===== src/rtl/wdg_pkg.sv =====
package wdg_pkg;

  typedef enum logic [1:0] {
    REG_CTRL = 2'd0,
    REG_CFG  = 2'd1,
    REG_STAT = 2'd2,
    REG_NONE = 2'd3
  } wdg_reg_e;

  // bus cycles between two counter ticks
  function automatic int unsigned period_cycles(input int unsigned fixed_div,
                                                input int unsigned psc_log2);
    return fixed_div << psc_log2;
  endfunction

endpackage


===== src/rtl/wdg_prescaler.sv =====
module wdg_prescaler #(
  parameter int unsigned FIXED_DIV = 4096,
  parameter int          PSC_W     = 2
) (
  input  logic             clk,
  input  logic             rst_n,
  input  logic             run,
  input  logic             restart,
  input  logic [PSC_W-1:0] psc,
  output logic             tick
);
  localparam int unsigned MAX_PERIOD = FIXED_DIV << ((1 << PSC_W) - 1);
  localparam int          DIV_W      = $clog2(MAX_PERIOD) + 1;

  logic [DIV_W-1:0] div_q;
  logic [DIV_W-1:0] limit;

  assign limit = DIV_W'(wdg_pkg::period_cycles(FIXED_DIV, int'(psc)) - 1);
  assign tick  = run && (div_q >= limit);

  always_ff @(posedge clk or negedge rst_n) begin
    if (!rst_n)       div_q <= '0;
    else if (restart) div_q <= '0;
    else if (run)     div_q <= tick ? '0 : div_q + 1'b1;
  end

  // a stopped divider holds its phase
  assert_div_hold_R8: assert property (@(posedge clk) disable iff (!rst_n)
    (!run && !restart) |=> $stable(div_q));

endmodule


===== src/rtl/wdg_downcount.sv =====
module wdg_downcount #(
  parameter int CNT_W = 7
) (
  input  logic             clk,
  input  logic             rst_n,
  input  logic             tick,
  input  logic             ctrl_wr,
  input  logic [CNT_W-1:0] wr_cnt,
  input  logic             wr_arm,
  input  logic [CNT_W-1:0] window,
  input  logic             ew_ie,
  input  logic             ew_clr,
  output logic [CNT_W-1:0] cnt_q,
  output logic             armed_q,
  output logic             rst_req,
  output logic             ew_flag
);
  localparam logic [CNT_W-1:0] FLOOR = {1'b1, {(CNT_W-1){1'b0}}};
  localparam logic [CNT_W-1:0] WARN  = FLOOR + CNT_W'(1);

  logic armed_next;
  logic ev_bad_val;
  logic ev_early;
  logic ev_timeout;
  logic ev_warn;

  assign armed_next = armed_q | (ctrl_wr & wr_arm);
  assign ev_bad_val = ctrl_wr && armed_next && !wr_cnt[CNT_W-1];
  assign ev_early   = ctrl_wr && armed_q && (cnt_q > window);
  assign ev_timeout = !ctrl_wr && tick && (cnt_q == FLOOR);
  assign ev_warn    = !ctrl_wr && tick && (cnt_q == WARN) && ew_ie;

  always_ff @(posedge clk or negedge rst_n) begin
    if (!rst_n) begin
      armed_q <= 1'b0;
      cnt_q   <= '1;
      rst_req <= 1'b0;
      ew_flag <= 1'b0;
    end else begin
      armed_q <= armed_next;
      rst_req <= ev_bad_val | ev_early | ev_timeout;
      if (ctrl_wr)   cnt_q <= wr_cnt;
      else if (tick) cnt_q <= cnt_q - 1'b1;
      if (ev_warn)     ew_flag <= 1'b1;
      else if (ew_clr) ew_flag <= 1'b0;
    end
  end

  assert_arm_sticky_R6: assert property (@(posedge clk) disable iff (!rst_n)
    armed_q |=> armed_q);

  assert_timeout_R3: assert property (@(posedge clk) disable iff (!rst_n)
    (tick && !ctrl_wr && cnt_q == FLOOR) |=> (rst_req && cnt_q == FLOOR - 1'b1));

  assert_bad_value_R4: assert property (@(posedge clk) disable iff (!rst_n)
    (ctrl_wr && (armed_q || wr_arm) && !wr_cnt[CNT_W-1]) |=> rst_req);

  assert_early_refresh_R5: assert property (@(posedge clk) disable iff (!rst_n)
    (ctrl_wr && armed_q && cnt_q > window) |=> rst_req);

  assert_warn_level_R7: assert property (@(posedge clk) disable iff (!rst_n)
    $rose(ew_flag) |-> (cnt_q == FLOOR));

  assert_idle_hold_R9: assert property (@(posedge clk) disable iff (!rst_n)
    (!armed_q && !ctrl_wr) |=> ($stable(cnt_q) && !rst_req));

  assert_tick_armed_R2: assert property (@(posedge clk) disable iff (!rst_n)
    tick |-> armed_q);

endmodule


===== src/rtl/wdg_regfile.sv =====
module wdg_regfile #(
  parameter int CNT_W = 7,
  parameter int PSC_W = 2,
  parameter int DW    = 16
) (
  input  logic             clk,
  input  logic             rst_n,
  input  logic             we,
  input  logic [1:0]       addr,
  input  logic [DW-1:0]    wdata,
  input  logic [CNT_W-1:0] cnt,
  input  logic             armed,
  input  logic             ew_flag,
  output logic [CNT_W-1:0] window,
  output logic [PSC_W-1:0] psc,
  output logic             ew_ie,
  output logic             ctrl_wr,
  output logic [CNT_W-1:0] wr_cnt,
  output logic             wr_arm,
  output logic             ew_clr,
  output logic [DW-1:0]    rdata
);
  import wdg_pkg::*;

  localparam int CFG_W = CNT_W + PSC_W + 1;

  logic cfg_wr;
  logic unused_wdata;

  assign unused_wdata = ^wdata[DW-1:CFG_W];
  assign ctrl_wr = we && (addr == REG_CTRL);
  assign cfg_wr  = we && (addr == REG_CFG);
  assign ew_clr  = we && (addr == REG_STAT) && wdata[0];
  assign wr_cnt  = wdata[CNT_W-1:0];
  assign wr_arm  = wdata[CNT_W];

  always_ff @(posedge clk or negedge rst_n) begin
    if (!rst_n) begin
      window <= '1;
      psc    <= '0;
      ew_ie  <= 1'b0;
    end else if (cfg_wr) begin
      window <= wdata[CNT_W-1:0];
      psc    <= wdata[CNT_W+PSC_W-1:CNT_W];
      ew_ie  <= wdata[CNT_W+PSC_W];
    end
  end

  always_comb begin
    unique case (addr)
      REG_CTRL: rdata = DW'({armed, cnt});
      REG_CFG:  rdata = DW'({ew_ie, psc, window});
      REG_STAT: rdata = DW'(ew_flag);
      default:  rdata = '0;
    endcase
  end

endmodule


===== src/rtl/win_watchdog.sv =====
module win_watchdog #(
  parameter int unsigned FIXED_DIV = 4096,
  parameter int          CNT_W     = 7,
  parameter int          DW        = 16
) (
  input  logic          clk,
  input  logic          rst_n,
  input  logic          dbg_halt,
  input  logic          reg_we,
  input  logic [1:0]    reg_addr,
  input  logic [DW-1:0] reg_wdata,
  output logic [DW-1:0] reg_rdata,
  output logic          rst_req,
  output logic          ew_irq
);
  localparam int PSC_W = 2;

  logic [CNT_W-1:0] cnt;
  logic             armed;
  logic             ew_flag;
  logic [CNT_W-1:0] window;
  logic [PSC_W-1:0] psc;
  logic             ew_ie;
  logic             ctrl_wr;
  logic [CNT_W-1:0] wr_cnt;
  logic             wr_arm;
  logic             ew_clr;
  logic             run;
  logic             tick;

  assign run    = armed && !dbg_halt;
  assign ew_irq = ew_flag && ew_ie;

  wdg_regfile #(.CNT_W(CNT_W), .PSC_W(PSC_W), .DW(DW)) u_regs (
    .clk(clk), .rst_n(rst_n), .we(reg_we), .addr(reg_addr), .wdata(reg_wdata),
    .cnt(cnt), .armed(armed), .ew_flag(ew_flag),
    .window(window), .psc(psc), .ew_ie(ew_ie),
    .ctrl_wr(ctrl_wr), .wr_cnt(wr_cnt), .wr_arm(wr_arm), .ew_clr(ew_clr),
    .rdata(reg_rdata)
  );

  wdg_prescaler #(.FIXED_DIV(FIXED_DIV), .PSC_W(PSC_W)) u_presc (
    .clk(clk), .rst_n(rst_n), .run(run), .restart(ctrl_wr), .psc(psc),
    .tick(tick)
  );

  wdg_downcount #(.CNT_W(CNT_W)) u_count (
    .clk(clk), .rst_n(rst_n), .tick(tick), .ctrl_wr(ctrl_wr),
    .wr_cnt(wr_cnt), .wr_arm(wr_arm), .window(window), .ew_ie(ew_ie),
    .ew_clr(ew_clr), .cnt_q(cnt), .armed_q(armed), .rst_req(rst_req),
    .ew_flag(ew_flag)
  );

  assert_halt_freeze_R8: assert property (@(posedge clk) disable iff (!rst_n)
    (dbg_halt && !ctrl_wr) |=> $stable(cnt));

  assert_irq_clear_R7: assert property (@(posedge clk) disable iff (!rst_n)
    (ew_clr && !tick) |=> !ew_irq);

endmodule


===== config.mk =====
export PLATFORM = sky130hd
export DESIGN_NAME = win_watchdog
export DESIGN_NICKNAME = d
export VERILOG_FILES = /design/src/rtl/wdg_pkg.sv /design/src/rtl/wdg_prescaler.sv /design/src/rtl/wdg_downcount.sv /design/src/rtl/wdg_regfile.sv /design/src/rtl/win_watchdog.sv
export SDC_FILE = /design/constraint.sdc
export NUM_CORES = 1
export LEC_CHECK = 0
export BUFFER_PORTS_ARGS = -buffer_cell sky130_fd_sc_hd__buf_2
export CAP_MARGIN = 0
export CORE_MARGIN = 2
export CORE_UTILIZATION = 34
export DETAILED_ROUTE_END_ITERATION = 7
export HOLD_SLACK_MARGIN = 0.15
export SLEW_MARGIN = 20
export SYNTH_ARGS = -nofsm -noshare
export SYNTH_HDL_FRONTEND = slang
export SYNTH_SLANG_ARGS = --single-unit

===== constraint.sdc =====
create_clock -name clk -period 3.71 [get_ports clk]
set_input_delay 0.742 -clock clk [delete_from_list [all_inputs] [get_ports clk]]
set_output_delay 0.742 -clock clk [all_outputs]
set_load 0.05 [all_outputs]

==> results of run 1 <==
## worst max-delay path: stages
cell and delay [ns]:
buf_2 0.28, nor2b_1 0.23, and2_1 0.15, buf_2 0.25
## layer usage
metal  routed length [um]  part of all wire  vias to the layer above  track usage
met5                    0                 0                        -            0
met4                   78             0.016                        0      0.04762
met3                  180             0.037                        5      0.03176
met2                 2095              0.44                       35       0.2149
met1                 2446              0.51                      811       0.2042
li1                     -                 -                      881            -
## stage by stage
| step | instances | utilization |
|---|---|---|
| 6_report | 345 | 0.3998 |
| 5_1_grt | 345 | 0.3998 |
| 4_1_cts | 345 | 0.3998 |
| 3_5_place_dp | 337 | 0.3842 |
| 3_3_place_gp | 337 | 0.3842 |
| 2_1_floorplan | 245 | - |
## power breakdown
group	switching [mW]	internal (mW)	leakage (nW)	total, mW
logic	0.173	0.111	0.721	0.284
registers	0.0589	0.466	0.436	0.525
clock network	0.145	0.170	0.0515	0.315
total	0.377	0.746	1.21	1.12
## cells in the final DEF (no fill, tap or decap), types with 2 or more instances in the layout
cell	n
a21o_1	2
inv_1	12
buf_2	27
o21ai_1	2
xor2_1	10
nor2_1	33
ha_1	14
nand2b_1	2
mux2i_1	8
nand3_1	6
nor4_1	2
o21ai_0	11
o31ai_1	2
conb_1	7
nor3b_1	2
and2_1	4
mux2_2	10
clkbuf_8	7
or4_1	2
nor3_1	2
a31oi_1	2
a21oi_1	8
and4_1	2
or3_1	3
dfrtp_1	22
xnor2_1	7
dfstp_2	14
and3_1	3
nor2b_1	5
o2111ai_1	2
nand4_1	6
nand2_1	14
## area by class of cell
class | count | area, um2 | share of cell area
clock buffer | 8 | 100.1 | 0.03899
inverter | 12 | 45.04 | 0.01754
multi-input combinational | 184 | 1265 | 0.4927
sequential | 36 | 918.4 | 0.3577
tap | 77 | 96.34 | 0.03752
timing repair buffer | 28 | 142.6 | 0.05556
## Yosys cell counts (all sizes together), types with 3 or more instances
master / count / area [um2]
nand2: 14 / 52.55
o21ai: 13 / 65.06
xnor2: 7 / 61.31
dfstp: 14 / 367.9
ha: 14 / 175.2
mux2i: 8 / 80.08
xor2: 10 / 87.58
nand4: 7 / 50.05
inv: 12 / 45.04
clkbuf: 5 / 18.77
nor2b: 5 / 31.28
and3: 3 / 18.77
and2: 4 / 25.02
nor2: 33 / 123.9
or3: 3 / 18.77
dfrtp: 22 / 550.5
nand3: 7 / 40.04
a21oi: 8 / 40.04
mux2: 10 / 112.6
buf: 8 / 53.79
## kinds of logic (layout without fill, tap and decap cells)
| kind of cell | after synthesis | count (layout) | share of synthesized area |
|---|---|---|---|
| flops | 36 | 36 | 0.4024 |
| compound gates | 36 | 36 | 0.1086 |
| mux | 18 | 18 | 0.08443 |
| simple gates | 92 | 92 | 0.2078 |
| xor+xnor | 17 | 17 | 0.06524 |
| other cells | 2 | 7 | 0.003291 |
| buf+inv | 25 | 48 | 0.05153 |
| fa+ha+maj | 14 | 14 | 0.07676 |
## sequential cells by signal, summed over array words and instances (netlist names)
| register | count |
|---|---|
| u_regs.psc | 2 |
| u_count.ew_flag | 1 |
| u_regs.ew_ie | 1 |
| u_count.armed_q | 1 |
| u_count.rst_req | 1 |
| u_count.cnt_q | 7 |
| u_regs.window | 7 |
| u_presc.div_q | 16 |
## worst max path at each step
stage	endpoint	slack, ns
2_1_floorplan	reg_rdata[0]	0.61
3_3_place_gp	u_presc.div_q[15]$_DFFE_PN0P_	1.26
3_5_place_dp	u_presc.div_q[15]$_DFFE_PN0P_	1.23
4_1_cts	reg_rdata[8]	1.29
5_1_grt	u_presc.div_q[5]$_DFFE_PN0P_	1.14
6_report	reg_rdata[8]	1.31
==> impl_metrics.csv, run 1 <==
group,metric,value,unit
run_status,status,"finished, final reports clean",
synth,postSynth.asyncResetShare,1.000,
setup_path,path_class,"primary input to output pin",
synth,syn_avg_cell_area,9.509,um2
clock_tree,clk_pin_slew,0.07,ns
clock_tree,clock_path_buffers,2,
timing,tightestPinTransition,0.8195,ns
routing,wire_per_inst,13.92,um
setup_path,r2r_start,"u_regs.psc[1]$_DFFE_PN0P_",
floorplanning,fp.dieArea,7384,um2
global_route,grt_max_degree,37,
timing,fmax,416.4,MHz
synth,yosys_warnings,0,
routing,final_antenna_net_count,0,
clock_tree,cts_tree,"built",
timing,layout_worst_path_cycle_share,0.6473,
placed_design,dpl.hpwl,3431,um
setup_path,cp_data_required_time,2.97,ns
timing,slew_headroom,0.4536,
placed_design,dpl-instance-area,2467,um2
floorplanning,row_count,29,
final_layout,fin_area,2567,um2
timing,fin_tns_setup,0,ns
synth,syn_inst,240,
hold_path,min-delay-path-class,"flop to flop",
floorplanning,start_util,0.3553,
synth,synth_cell_types,47,
synth,synth-edff-count,0,
floorplanning,dieHeight,85.93,um
global_route,grtUsageTotal,0.1434,
routing,vias_per_cell,5.020,
hold_path,hp-start,"u_count.ew_flag$_DFFE_PN0P_",
placed_design,pre_cts_slack,1.233,ns
flow_run,cap_violations,0,
clock_tree,cts_sinks,36,
global_route,grt_pass1_vias,1687,
power_and_ir_drop,power_leakage,1.208,nW
final_layout,nets,303,
synth,ys_seq_elements,36,
setup_path,regToRegSetupSlack,1.37,ns
power_and_ir_drop,total_power,1.124,mW
routing,drt-initial-drc-count,80,
setup_path,rr_worst_depth,7,
power_and_ir_drop,worst_ir_drop_vdd,0.1375,mV
synth,ys.flop_type,"dfrtp_1",
timing,setup_viol,0,
global_route,antenna_found_initial,0,
timing,post-route-min-period,2.402,ns
floorplanning,die_w,85.93,um
timing,hold_violations,0,
clock_tree,h-tree-depth,2,
routing,vias,1732,
setup_path,cp-start-kind,"primary input",
timing,whs,0.5105,ns
final_layout,synthToLayoutAreaGrowth,12.50,%
setup_path,crit_path_end_kind,"output pin",
clock_tree,cts_resized,0,
clock_tree,cts_root_buffer,"clkbuf_8",
synth,syn-cell-area,2282,um2
final_layout,drive_gt1_frac,0.2388,
clock_tree,cts_setup_buffers,0,
placed_design,io_buffers,27,
hold_path,holdPathEnd,"u_count.ew_flag$_DFFE_PN0P_",
timing,rsz0062_at_grt,"no",
setup_path,critPathMaxFanout,13,
floorplanning,ioPinCount,40,
setup_path,cp.arrival,1.66,ns
floorplanning,core_area,6422,um2
setup_path,r2r-end,"u_count.cnt_q[4]$_DFFE_PN1P_",
setup_path,crit_path_start,"reg_addr[0]",
routing,routed_wl,4801,um
clock_tree,cts_buffers,5,
timing,maxSlewViolCount,0,
final_layout,fill_cells,647,
global_route,overflow,0,
timing,setup_ws,1.308,ns
routing,drc_errors,0,
clock_tree,ctsHoldBuffers,0,
synth,seq_area_frac_synth,0.4024,
placed_design,gp_congestion,0.8065,
global_route,grt_pass1_wl,8355,um
final_layout,insertedDiodeCount,0,
routing,drtPass1Iterations,4,
clock_tree,clk_latency,0.30,ns
hold_path,holdPathStages,2,
timing,finClkSkew,0.01086,ns
power_and_ir_drop,power_density,437.6,nW/um2
Power figures use the tool's default switching activity.
==> run 2, diff against run 1 <==
- ABC_AREA: unset -> 1
- clock period: 3.71 -> 2.4 ns (I/O delays scaled with it)
==> impl_metrics.csv, run 2 <==
group,metric,value,unit
timing,post-route-min-period,2.034,ns
flow_run,cap_violations,0,
synth,synth_cell_types,28,
routing,drc_errors,0,
setup_path,path_class,"primary input to output pin",
placed_design,dpl.hpwl,3973,um
synth,synth_common_cells,"nand2_1 (82), inv_1 (46), nor2_1 (37)",
routing,vias,2056,
routing,final_antenna_net_count,0,
synth,yosys_warnings,0,
synth,ys_seq_elements,36,
timing,hold_violations,0,
routing,drtPass1Iterations,4,
setup_path,critPathMaxStageDelay,0.31,ns
final_layout,insertedDiodeCount,0,
global_route,antenna_found_initial,0,
floorplanning,dieHeight,88.02,um
timing,layout_worst_path_cycle_share,0.8473,
synth,synth_top_cell_by_area,"dfrtp_1",
power_and_ir_drop,power_density,820.5,nW/um2
final_layout,fin_area,2684,um2
timing,tightestPinTransition,0.8503,ns
setup_path,cp_data_required_time,1.92,ns
hold_path,min-delay-path-class,"primary input to asynchronous set/reset pin",
synth,syn_avg_cell_area,7.228,um2
floorplanning,row_count,30,
global_route,grt_pass1_wl,9466,um
routing,wire_per_inst,11.87,um
placed_design,pre_cts_slack,0.4170,ns
timing,maxSlewViolCount,0,
synth,synth_top_area_frac,0.2294,
setup_path,cp_cell_sequence,"buf_2 > inv_1 > nor2_1 > inv_1 > o22ai_1 > buf_2",
routing,vias_per_cell,4.519,
clock_tree,cts_sinks,36,
final_layout,fin_cells,455,
setup_path,cp.arrival,1.55,ns
run_status,status,"finished, final reports clean",
floorplanning,core_area,6794,um2
clock_tree,cts_setup_buffers,0,
timing,setup_ws,0.3664,ns
setup_path,rr_worst_depth,10,
floorplanning,die_w,88.02,um
clock_tree,cts_tree,"built",
floorplanning,fp.dieArea,7747,um2
setup_path,cp-start-kind,"primary input",
synth,seq_area_frac_synth,0.3827,
timing,slew_headroom,0.4332,
final_layout,fill_cells,711,
synth,syn_inst,332,
synth,synth-edff-count,0,
final_layout,drive_gt1_frac,0.1616,
final_layout,largest_reg_flops,16,
setup_path,crit_path_end_kind,"output pin",
final_layout,nets,394,
final_layout,regMostFlops,"u_presc.div_q",
timing,fmax,491.7,MHz
timing,setup_viol,0,
setup_path,worst-path-buf-inv,4,
global_route,grt_pass1_vias,2130,
routing,drt-initial-drc-count,97,
final_layout,final_core_util,0.3950,
synth,ys.flop_type,"dfrtp_1",
clock_tree,clock_path_buffers,2,
timing,fin_tns_setup,0,ns
clock_tree,cts_resized,0,
clock_tree,cts_root_buffer,"clkbuf_8",
setup_path,crit_family,"buffers and inverters",
synth,synth.area.top_cells,"dfrtp_1 (23%), dfstp_2 (15%), nand2_1 (13%)",
setup_path,regToRegSetupSlack,0.55,ns
floorplanning,ioPinCount,40,
clock_tree,ctsHoldBuffers,0,
clock_tree,clk_pin_slew,0.08,ns
synth,postSynth.asyncResetShare,1.000,
timing,finClkSkew,0.007770,ns
floorplanning,start_util,0.3532,
placed_design,gp_congestion,0.8409,
timing,rsz0062_at_grt,"no",
setup_path,r2r_start,"u_regs.psc[0]$_DFFE_PN0P_",
synth,syn-cell-area,2400,um2
routing,routed_wl,5403,um
power_and_ir_drop,total_power,2.202,mW
global_route,grtUsageTotal,0.1551,
synth,yosysMostFrequentCell,"nand2_1",
placed_design,io_buffers,27,
power_and_ir_drop,worst_ir_drop_vdd,0.5576,mV
final_layout,reg_top3,"u_presc.div_q: 16 flops, u_count.cnt_q: 7 flops, u_regs.window: 7 flops",
setup_path,r2r-end,"u_count.cnt_q[3]$_DFFE_PN1P_",
clock_tree,h-tree-depth,2,
placed_design,dpl-instance-area,2584,um2
timing,whs,0.2866,ns
final_layout,layout_common_cells,"nand2_1 (82), inv_1 (46), nor2_1 (37)",
global_route,grt_max_degree,37,
clock_tree,cts_buffers,5,
clock_tree,clk_latency,0.29,ns
setup_path,cpMaxStageDelayCell,"buf_2",
placed_design,place_inst,447,
global_route,overflow,0,
setup_path,critPathMaxFanout,8,
final_layout,final_common_cell,"nand2_1",
setup_path,crit_path_start,"reg_addr[0]",
power_and_ir_drop,power_leakage,1.409,nW
final_layout,synthToLayoutAreaGrowth,11.84,%
[run 2: cell count changes in the layout (fill, tap and decap cells not counted), moves of 6 or more]
cell / previous run / this run
mux2i_1: 8 / 0
nand2_1: 14 / 82
nand3_1: 6 / 33
o21ai_0: 11 / 18
inv_1: 12 / 46
o22ai_1: 0 / 6
a21oi_1: 8 / 14
mux2_2: 10 / 0
[run 2: cells by family (layout without fill, tap and decap cells)]
group,count (synthesis),count (layout),share of synthesized area
other,2,7,0.003129
and+or+nand+nor,168,168,0.2987
adders and majority gates,14,14,0.07299
buffers and inverters,62,84,0.1173
xor gates and xnor gates,9,9,0.03285
DFF,36,36,0.3827
AOI/OAI and AO/OA,41,41,0.09229
[run 2: area by class of cell]
type / instances / area (um2) / area share
clock buffer: 8 / 100.1 / 0.03730
sequential: 36 / 918.4 / 0.3422
tap: 96 / 120.1 / 0.04476
multi-input combinational: 239 / 1219 / 0.4541
inverter: 47 / 176.4 / 0.06573
timing repair buffer: 29 / 150.1 / 0.05594
[run 2: where the power goes]
group | internal, mW | switching, mW
logic | 0.288 | 0.522
clock network | 0.262 | 0.230
registers | 0.775 | 0.124
total | 1.33 | 0.877
[run 2: worst reg2reg max path, delay by kind of cell, from the launching register on]
family,cells,cell delay [ns]
adder cells (fa/ha/maj),1,0.27
AO/OA/AOI/OAI,1,0.19
AND/OR/NAND/NOR,8,0.97
flip-flops,1,0.39
[run 2: worst max-delay path by stage]
stage                              end  slack, ns  cells past startpoint
after floorplan           reg_rdata[7]       0.08                      3
after global placement    reg_rdata[6]       0.41                      6
after detailed placement  reg_rdata[6]       0.42                      6
after CTS                 reg_rdata[6]       0.41                      6
after global routing      reg_rdata[6]       0.27                      6
final                     reg_rdata[6]       0.37                      6
[run 2: layer usage]
| metal | up-vias | track usage | wire (um) |
|---|---|---|---|
| li1 | 1092 | - | - |
| met2 | 28 | 0.2596 | 2563 |
| met3 | 6 | 0.04147 | 200 |
| met1 | 930 | 0.2016 | 2586 |
| met5 | - | 0 | 0 |
| met4 | 0 | 0.03444 | 53 |
==> run 3, diff against run 2 <==
- clock period: 2.4 -> 2.05 ns (I/O delays scaled with it)
==> impl_metrics.csv, run 3 (synthesis results as in run 2) <==
group,metric,value,unit
final_layout,fill_cells,726,
clock_tree,cts_buffers,5,
timing,post-route-min-period,1.886,ns
timing,layout_worst_path_cycle_share,0.9201,
clock_tree,h-tree-depth,2,
routing,vias_per_cell,4.662,
final_layout,nets,395,
final_layout,final_common_cell,"nand2_1",
global_route,grt_pass1_wl,8976,um
floorplanning,fp.dieArea,7747,um2
floorplanning,die_w,88.02,um
global_route,overflow,0,
placed_design,place_inst,448,
final_layout,layout_common_cells,"nand2_1 (82), inv_1 (46), nor2_1 (37)",
clock_tree,cts_sinks,36,
routing,drt-initial-drc-count,102,
placed_design,dpl.hpwl,3950,um
timing,rsz0062_at_grt,"no",
clock_tree,cts_resized,0,
floorplanning,dieHeight,88.02,um
timing,hold_violations,0,
final_layout,insertedDiodeCount,0,
final_layout,regArea,918.4,um2
routing,wire_per_inst,11.66,um
routing,vias,2126,
placed_design,gp_congestion,0.8223,
final_layout,regMostFlops,"u_presc.div_q",
setup_path,crit_path_end_kind,"output pin",
final_layout,fin_area,2681,um2
clock_tree,ctsHoldBuffers,0,
global_route,grtUsageTotal,0.1460,
final_layout,reg_top3,"u_presc.div_q: 16 flops, u_count.cnt_q: 7 flops, u_regs.window: 7 flops",
final_layout,synthToLayoutAreaGrowth,11.73,%
placed_design,io_buffers,27,
setup_path,cp_data_required_time,1.64,ns
clock_tree,cts_setup_buffers,0,
timing,fin_tns_setup,0,ns
clock_tree,clk_latency,0.29,ns
setup_path,r2r_start,"u_regs.psc[0]$_DFFE_PN0P_",
clock_tree,clock_path_buffers,2,
final_layout,largest_reg_flops,16,
global_route,grt_pass1_vias,1927,
run_status,status,"finished, final reports clean",
setup_path,cp.arrival,1.48,ns
power_and_ir_drop,power_leakage,1.408,nW
floorplanning,core_area,6794,um2
clock_tree,cts_tree,"built",
timing,setup_viol,0,
floorplanning,row_count,30,
routing,routed_wl,5317,um
floorplanning,start_util,0.3532,
flow_run,cap_violations,0,
timing,tightestPinTransition,0.5903,ns
global_route,grt_max_degree,37,
power_and_ir_drop,power_density,947.1,nW/um2
setup_path,path_class,"flop to output pin",
timing,slew_headroom,0.6055,
timing,whs,0.1624,ns
timing,finClkSkew,0.004389,ns
placed_design,dpl-instance-area,2591,um2
routing,drtPass1Iterations,4,
final_layout,drive_gt1_frac,0.1611,
clock_tree,clk_pin_slew,0.07,ns
global_route,antenna_found_initial,0,
setup_path,critPathMaxFanout,7,
timing,maxSlewViolCount,0,
power_and_ir_drop,worst_ir_drop_vdd,0.5219,mV
routing,drc_errors,0,
hold_path,min-delay-path-class,"primary input to asynchronous set/reset pin",
setup_path,crit_path_start,"u_count.cnt_q[0]$_DFFE_PN1P_",
final_layout,multiInputGateArea,1219,um2
floorplanning,ioPinCount,40,
clock_tree,cts_root_buffer,"clkbuf_8",
final_layout,fin_cells,456,
setup_path,cp-start-kind,"flop",
timing,fmax,530.2,MHz
routing,final_antenna_net_count,0,
run 3: cell count changes in the layout (fill, tap and decap cells not counted):
cell and delta:
buf_4 +1, clkbuf_1 +1, clkbuf_8 -1, o21ai_0 -1
o21ai_1 +1
run 3: layout make-up:
class                   count  area share
flip-flops and latches     36      0.3425
clock buffers               8     0.03360
repair buffers             30     0.05880
inverters                  47     0.06580
multi-input cells         239      0.4545
well taps                  96     0.04480
run 3: per-layer routing:
metal / vias to the layer above / GRT usage / wire, um
li1: 1104 / - / -
met5: - / 0 / 0
met1: 986 / 0.1991 / 2522
met3: 0 / 0.02922 / 223
met2: 36 / 0.2424 / 2571
met4: 0 / 0.02893 / 0
run 3: path summary, 6_finish.rpt:
| check | cells after the start | to | slack (ns) |
|---|---|---|---|
| worst max-delay path | 3 | reg_rdata[0] | 0.16 |
| worst min-delay path | 2 | u_presc.div_q[8]$_DFFE_PN0P_ | 0.16 |
| worst max register to register | 10 | u_count.cnt_q[1]$_DFFE_PN1P_ | 0.24 |
| worst min register to register | 2 | u_regs.window[5]$_DFFE_PN1P_ | 0.49 |
| max in group asynchronous | 2 | u_regs.window[5]$_DFFE_PN1P_ | 1.53 |
| min in group clk | 3 | u_regs.window[4]$_DFFE_PN1P_ | 0.36 |
run 3: per-stage QoR:
step | util | setup slack (ns) | power, mW
after detailed placement | 0.3814 | 0.2015 | 2.019
after global placement | 0.3814 | 0.1998 | 1.998
after floorplan | - | 0.07757 | 1.801
final | 0.3947 | 0.1638 | 2.539
after global routing | 0.3947 | 0.02491 | 2.758
after CTS | 0.3947 | 0.1610 | 2.565
run 3: power by group:
| group | internal [mW] | switching [mW] | leakage [nW] |
|---|---|---|---|
| Combinational | 0.341 | 0.622 | 0.926 |
| Clock | 0.274 | 0.249 | 0.0455 |
| Sequential | 0.908 | 0.145 | 0.436 |
| Total | 1.52 | 1.02 | 1.41 |
run 3: worst max-delay path, cell delays in order (launching register included):
cell and delay [ns]:
dfstp_2 0.55, inv_1 0.13, o211ai_1 0.22, buf_2 0.29
